===== config.mk =====
export PLATFORM = sky130hd
export DESIGN_NAME = gpio_port_bus
export DESIGN_NICKNAME = d
export VERILOG_FILES = /design/src/rtl/gpio_port_pkg.sv /design/src/rtl/gpio_in_sync.sv /design/src/rtl/gpio_regfile.sv /design/src/rtl/gpio_pad_mux.sv /design/src/rtl/gpio_port_bus.sv
export SDC_FILE = /design/constraint.sdc
export NUM_CORES = 1
export LEC_CHECK = 0
export ABC_AREA = 1
export BUFFER_PORTS_ARGS = -buffer_cell sky130_fd_sc_hd__buf_4
export CORE_MARGIN = 2
export CORE_UTILIZATION = 46
export DETAILED_ROUTE_END_ITERATION = 16
export PLACE_DENSITY = 0.87
export SYNTH_ARGS = -nofsm -noshare
export SYNTH_HDL_FRONTEND = slang
export SYNTH_SLANG_ARGS = --single-unit

===== constraint.sdc =====
create_clock -name clk -period 1.25 [get_ports clk]
set_input_delay 0.25 -clock clk [delete_from_list [all_inputs] [get_ports clk]]
set_output_delay 0.25 -clock clk [all_outputs]
set_load 0.02 [all_outputs]

===== src/rtl/gpio_port_pkg.sv =====
package gpio_port_pkg;

  // Control bundle for one pad
  typedef struct packed {
    logic out;
    logic oe;
    logic pu;
  } pin_ctrl_t;

  typedef enum logic [1:0] {
    SEL_NONE = 2'd0,
    SEL_VAL  = 2'd1,
    SEL_DIR  = 2'd2,
    SEL_PIN  = 2'd3
  } reg_sel_e;

  // Register-controlled pin: direction 1 drives, 0 floats with optional pullup
  function automatic pin_ctrl_t local_pin(input logic val_bit, input logic dir_bit);
    pin_ctrl_t c;
    c.oe  = dir_bit;
    c.out = dir_bit & val_bit;
    c.pu  = ~dir_bit & val_bit;
    return c;
  endfunction

  // Memory-bus-controlled pin: address phase wins, then write data, else release
  function automatic pin_ctrl_t bus_pin(input logic addr_bit, input logic wdata_bit,
                                        input logic addr_phase, input logic wr);
    pin_ctrl_t c;
    c.pu = 1'b1;
    if (addr_phase) begin
      c.oe  = 1'b1;
      c.out = addr_bit;
    end else if (wr) begin
      c.oe  = 1'b1;
      c.out = wdata_bit;
    end else begin
      c.oe  = 1'b0;
      c.out = 1'b0;
    end
    return c;
  endfunction

endpackage


===== src/rtl/gpio_in_sync.sv =====
module gpio_in_sync #(
  parameter int W      = 8,
  parameter int STAGES = 2
) (
  input  logic         clk,
  input  logic         rst_n,
  input  logic [W-1:0] d,
  output logic [W-1:0] q
);

  logic [STAGES-1:0][W-1:0] stage_q;

  always_ff @(posedge clk or negedge rst_n) begin
    if (!rst_n) begin
      stage_q <= '0;
    end else begin
      stage_q[0] <= d;
      for (int s = 1; s < STAGES; s++) begin
        stage_q[s] <= stage_q[s-1];
      end
    end
  end

  assign q = stage_q[STAGES-1];

  // Edges seen since reset, saturating; gates the history check
  logic [1:0] warm_q;
  always_ff @(posedge clk or negedge rst_n) begin
    if (!rst_n)                warm_q <= 2'd0;
    else if (warm_q != 2'd3)   warm_q <= warm_q + 2'd1;
  end

  generate
    if (STAGES == 2) begin : g_chk2
      AST_SYNC_TWO_EDGES: assert property (@(posedge clk) disable iff (!rst_n)
        (warm_q >= 2'd2) |-> (q == $past(d, 2)));
    end
  endgenerate

endmodule


===== src/rtl/gpio_regfile.sv =====
module gpio_regfile
  import gpio_port_pkg::*;
#(
  parameter int          W        = 8,
  parameter int          AW       = 6,
  parameter logic [AW-1:0] ADDR_VAL = 6'h1B,
  parameter logic [AW-1:0] ADDR_DIR = 6'h1A,
  parameter logic [AW-1:0] ADDR_PIN = 6'h19
) (
  input  logic          clk,
  input  logic          rst_n,
  input  logic [AW-1:0] addr,
  input  logic          wr,
  input  logic [W-1:0]  wdata,
  input  logic [W-1:0]  pin_snap,
  output logic [W-1:0]  val_q,
  output logic [W-1:0]  dir_q,
  output logic [W-1:0]  rdata
);

  function automatic reg_sel_e decode(input logic [AW-1:0] a);
    if (a == ADDR_VAL)      return SEL_VAL;
    else if (a == ADDR_DIR) return SEL_DIR;
    else if (a == ADDR_PIN) return SEL_PIN;
    else                    return SEL_NONE;
  endfunction

  reg_sel_e sel;
  logic     val_we;
  logic     dir_we;

  assign sel    = decode(addr);
  assign val_we = wr && (sel == SEL_VAL);
  assign dir_we = wr && (sel == SEL_DIR);

  always_ff @(posedge clk or negedge rst_n) begin
    if (!rst_n) begin
      val_q <= '0;
      dir_q <= '0;
    end else begin
      if (val_we) val_q <= wdata;
      if (dir_we) dir_q <= wdata;
    end
  end

  always_comb begin
    unique case (sel)
      SEL_VAL: rdata = val_q;
      SEL_DIR: rdata = dir_q;
      SEL_PIN: rdata = pin_snap;
      default: rdata = '0;
    endcase
  end

  AST_VAL_LOAD: assert property (@(posedge clk) disable iff (!rst_n)
    (wr && addr == ADDR_VAL) |=> (val_q == $past(wdata)));
  AST_DIR_LOAD: assert property (@(posedge clk) disable iff (!rst_n)
    (wr && addr == ADDR_DIR) |=> (dir_q == $past(wdata)));
  AST_PIN_WRITE_DROPPED: assert property (@(posedge clk) disable iff (!rst_n)
    (wr && addr != ADDR_VAL && addr != ADDR_DIR) |=> ($stable(val_q) && $stable(dir_q)));

endmodule


===== src/rtl/gpio_pad_mux.sv =====
module gpio_pad_mux
  import gpio_port_pkg::*;
#(
  parameter int W = 8
) (
  input  logic         clk,
  input  logic         rst_n,
  input  logic         alt_en,
  input  logic [W-1:0] val_q,
  input  logic [W-1:0] dir_q,
  input  logic         ext_addr_phase,
  input  logic         ext_write,
  input  logic [W-1:0] ext_addr_lo,
  input  logic [W-1:0] ext_wdata,
  output logic [W-1:0] pad_out,
  output logic [W-1:0] pad_oe,
  output logic [W-1:0] pad_pu
);

  // Named events for the checks below
  logic bus_addr_drive;
  logic bus_data_drive;
  logic bus_release;

  assign bus_addr_drive = alt_en && ext_addr_phase;
  assign bus_data_drive = alt_en && !ext_addr_phase && ext_write;
  assign bus_release    = alt_en && !ext_addr_phase && !ext_write;

  generate
    for (genvar i = 0; i < W; i++) begin : g_pin
      pin_ctrl_t loc_c;
      pin_ctrl_t bus_c;
      pin_ctrl_t sel_c;
      assign loc_c      = local_pin(val_q[i], dir_q[i]);
      assign bus_c      = bus_pin(ext_addr_lo[i], ext_wdata[i], ext_addr_phase, ext_write);
      assign sel_c      = alt_en ? bus_c : loc_c;
      assign pad_out[i] = sel_c.out;
      assign pad_oe[i]  = sel_c.oe;
      assign pad_pu[i]  = sel_c.pu;
    end
  endgenerate

  AST_LOCAL_OE_IS_DIR: assert property (@(posedge clk) disable iff (!rst_n)
    !alt_en |-> (pad_oe == dir_q));
  AST_PULL_NOT_WITH_DRIVE: assert property (@(posedge clk) disable iff (!rst_n)
    !alt_en |-> ((pad_pu & pad_oe) == '0));
  AST_BUS_PULLS_ALL: assert property (@(posedge clk) disable iff (!rst_n)
    alt_en |-> (&pad_pu));
  AST_BUS_ADDR_OUT: assert property (@(posedge clk) disable iff (!rst_n)
    bus_addr_drive |-> ((&pad_oe) && pad_out == ext_addr_lo));
  AST_BUS_DATA_OUT: assert property (@(posedge clk) disable iff (!rst_n)
    bus_data_drive |-> ((&pad_oe) && pad_out == ext_wdata));
  AST_BUS_READ_FLOAT: assert property (@(posedge clk) disable iff (!rst_n)
    bus_release |-> (pad_oe == '0));

endmodule


===== src/rtl/gpio_port_bus.sv =====
module gpio_port_bus
  import gpio_port_pkg::*;
#(
  parameter int W           = 8,
  parameter int AW          = 6,
  parameter int SYNC_STAGES = 2,
  parameter logic [AW-1:0] ADDR_VAL = 6'h1B,
  parameter logic [AW-1:0] ADDR_DIR = 6'h1A,
  parameter logic [AW-1:0] ADDR_PIN = 6'h19
) (
  input  logic          clk,
  input  logic          rst_n,
  input  logic [AW-1:0] reg_addr,
  input  logic          reg_wr,
  input  logic [W-1:0]  reg_wdata,
  output logic [W-1:0]  reg_rdata,
  input  logic          ext_mem_en,
  input  logic          ext_addr_phase,
  input  logic          ext_write,
  input  logic [W-1:0]  ext_addr_lo,
  input  logic [W-1:0]  ext_wdata,
  output logic [W-1:0]  ext_rdata,
  input  logic [W-1:0]  pad_in,
  output logic [W-1:0]  pad_out,
  output logic [W-1:0]  pad_oe,
  output logic [W-1:0]  pad_pu
);

  logic [W-1:0] pin_snap;
  logic [W-1:0] val_q;
  logic [W-1:0] dir_q;

  gpio_in_sync #(.W(W), .STAGES(SYNC_STAGES)) u_sync (
    .clk   (clk),
    .rst_n (rst_n),
    .d     (pad_in),
    .q     (pin_snap)
  );

  gpio_regfile #(
    .W(W), .AW(AW),
    .ADDR_VAL(ADDR_VAL), .ADDR_DIR(ADDR_DIR), .ADDR_PIN(ADDR_PIN)
  ) u_regs (
    .clk      (clk),
    .rst_n    (rst_n),
    .addr     (reg_addr),
    .wr       (reg_wr),
    .wdata    (reg_wdata),
    .pin_snap (pin_snap),
    .val_q    (val_q),
    .dir_q    (dir_q),
    .rdata    (reg_rdata)
  );

  gpio_pad_mux #(.W(W)) u_mux (
    .clk            (clk),
    .rst_n          (rst_n),
    .alt_en         (ext_mem_en),
    .val_q          (val_q),
    .dir_q          (dir_q),
    .ext_addr_phase (ext_addr_phase),
    .ext_write      (ext_write),
    .ext_addr_lo    (ext_addr_lo),
    .ext_wdata      (ext_wdata),
    .pad_out        (pad_out),
    .pad_oe         (pad_oe),
    .pad_pu         (pad_pu)
  );

  // Memory bus reads the raw pads; its controller times its own capture
  assign ext_rdata = pad_in;

  AST_EXT_READ_RAW: assert property (@(posedge clk) disable iff (!rst_n)
    ext_rdata == pad_in);

endmodule


==> metrics.log <==
[metrics] worst slew pin tran: 0.380 ns
[metrics] CP endpoint kind: output port
[metrics] path class of the lowest-slack min-delay path: in -> reg
[metrics] critical path data required time: 1.00 ns
[metrics] Pre-Repair DR Iteration Count: 4
[metrics] CP top delay family: flip-flops
[metrics] number of DRC violations after detailed-routing iteration 0: 55
[metrics] H-Tree Depth: 2
[metrics] core outline area: 3690 µm²
[metrics] CTS tree: done
[metrics] sort of element at the start of the critical path: register
[metrics] cells along the critical path: nand2_1 -> o21ai_1 -> buf_4
[metrics] delay contributed by the slowest stage of the critical path: 0.44 ns
[metrics] sum of negative setup slack: -1.54 ns
[metrics] post-placement setup slack: -0.152 ns
[metrics] critical path type: reg -> out
[metrics] final setup vio count: 29
[metrics] number of max-cap violations: 0
[metrics] Final GP Congestion: 0.864
[metrics] total clock buffers created by CTS: 5
[metrics] cell area after layout: 2870 µm²
[metrics] worst slew margin relative to its limit: 74.6%
[metrics] buffers and inverters on the worst path: 1
[metrics] unrepaired setup endpoints after global routing: true
[metrics] Leak Pwr: 0.00148 µW
[metrics] I/O Buffers: 83
[metrics] worst-case hold slack: 0.0850 ns
[metrics] clock sink count: 32
[metrics] number of antenna violations at the first check in global routing: 0
[metrics] pin count of the biggest net entering global routing: 33
[metrics] mean cell area of the mapped netlist: 8.05 µm²
[metrics] number of global-route vias before repair: 1,798
[metrics] total placed cells including tap cells: 344
[metrics] final number of max-transition violations: 0
[metrics] FF+latch count, synth: 32
[metrics] vertical die dimension: 66.0 µm
[metrics] top library cells by usage in the layout, fill and taps aside: buf_4 (79), nand2_1 (68), dfrtp_1 (29)
[metrics] die outline width: 66.0 µm
[metrics] io pins: 84
[metrics] global-route wire length before repair: 7820 µm
[metrics] run status: finished with violations
[metrics] synthesized cell area: 1770 µm²
[metrics] number of failing hold endpoints at the final stage: 0
[metrics] minimum clock period after layout: 1.36 ns
[metrics] post-synthesis instance total: 220
[metrics] WL/cell: 15.6 µm
[metrics] crit path DAT: 1.11 ns
[metrics] critical path fanouts, max: 4
[metrics] floorplan die area: 4360 µm²
[metrics] failing checks: setup timing
[metrics] leading cell type in the layout, fill and taps excluded: buf_4
[metrics] timing-limited maximum frequency: 733 MHz
[metrics] total length of routed wires: 5660 µm
[metrics] CP max-delay cell: dfrtp_1
[metrics] Worst Skew: 0.000451 ns
[metrics] period utilization: 109%
[metrics] net count of the finished layout: 357
[metrics] Max IR drop VDD: 0.00112 V
[metrics] post-place instance area: 2410 µm²
[metrics] share of the yosys chip area belonging to registers: 45.2%
[metrics] CTS root buffer: clkbuf_8
[metrics] buffer levels on the longest clock path: 2
[metrics] Pwr per Cell Area: 966 nW/µm²
[metrics] clock latency on the worst-skew pair: 0.27 ns
[metrics] count of antenna diodes in the layout: 0
[metrics] clock-pin slew on the worst setup and hold paths: 0.06 ns
[metrics] remaining global-route overflow: 0
[metrics] row count: 22
[metrics] vias per cell: 5.36
[metrics] Final ANT Viol Nets: 0
[metrics] total global routing track utilization: 23.8%
[metrics] layout overhead on the synthesized area: 62.2%
[metrics] final standard cell count with taps included and fillers excluded: 362
[metrics] min setup slack post-route: -0.114 ns
[metrics] number of distinct library cells after synthesis: 21
[metrics] DRC violation count after routing: 0
[metrics] HPWL after detailed placement: 3500 µm
[metrics] proportion of layout cells with a drive suffix above 1: 53.2%
[metrics] Starting Density: 48.0%
[metrics] count of yosys warnings during synthesis: 0
[metrics] Net Count, Synth: 264
[metrics] total number of vias: 1,942
stage by stage:
stage | total power (µW) | util (%)
after CTS | 2700 | 73.4
after global placement | 1840 | 65.3
after floorplan | 1570 | -
after detailed placement | 1860 | 65.3
after global routing | 2920 | 77.8
final | 2780 | 77.8
cells in the mapped netlist:
cell type	count	area, µm²
nand2_1	73	274
nand3_1	38	190
dfrtp_1	32	801
nand4_1	16	100
o21ai_0	15	75.1
inv_1	12	45.0
buf_4	10	75.1
buf_2	3	15.0
inv_2	3	11.3
nand3_2	3	30.0
buf_6	2	22.5
nand2_2	2	12.5
nor2_4	2	22.5
o21ai_1	2	10.0
buf_12	1	20.0
clkbuf_1	1	3.75
clkbuf_2	1	5.00
clkbuf_8	1	13.8
nand3_4	1	17.5
nor2_2	1	6.26
nor2_8	1	20.0
metal layers:
layer	part of all wire (%)	global-route usage [%]
met5	0	0
met1	35	25.5
met3	10	6.64
met2	51	43.7
met4	4.0	9.95
cell type report:
type	instances	area [µm²]
fillers	250	817
clock buffers	8	90.1
multi-input cells	154	941
flip-flops and latches	32	805
inverters	15	65.1
well taps	48	60.1
repair buffers	105	911
worst paths after layout:
check                                            start                           to  slack (ns)  cells past startpoint
min in group asynchronous                        rst_n  u_sync.stage_q[5]$_DFF_PN0_        0.43                      2
max reg2reg                u_regs.dir_q[6]$_DFFE_PN0P_  u_regs.dir_q[6]$_DFFE_PN0P_        0.46                      3
min                                          pad_in[6]  u_sync.stage_q[6]$_DFF_PN0_        0.08                      1
min reg2reg                u_sync.stage_q[4]$_DFF_PN0_        u_sync.q[4]$_DFF_PN0_        0.35                      0
max                        u_regs.dir_q[4]$_DFFE_PN0P_                   pad_out[4]       -0.11                      3
max in group asynchronous                        rst_n  u_regs.dir_q[3]$_DFFE_PN0P_        0.52                      2
power breakdown:
group | internal [µW] | switching [µW] | leakage (µW)
combinational | 339 | 413 | 0.00104
sequential | 1130 | 105 | 0.000396
clock | 448 | 337 | 0.0000455
flip-flops by register name (all words and copies together) (netlist names):
register        flops
u_sync.stage_q      8
u_sync.q            8
u_regs.dir_q        8
u_regs.val_q        8
cell families after synthesis:
logic type,Yosys count,share of synthesized area [%]
buffers and inverters,34,11.9
AND/OR/NAND/NOR,137,38.0
flip-flops,32,45.2
AO/OA/AOI/OAI,17,4.81
repair_timing:
item / CTS / global route
cloned: 1 / 1
endpoints found under the hold margin: 32 / 0
endpoints found under the setup margin: 28 / 32
hold buffers: 1 / 0
setup buffers: 4 / 5
pin swaps: 13 / 14
resized for setup: 50 / 33
Power figures use the tool's default switching activity.
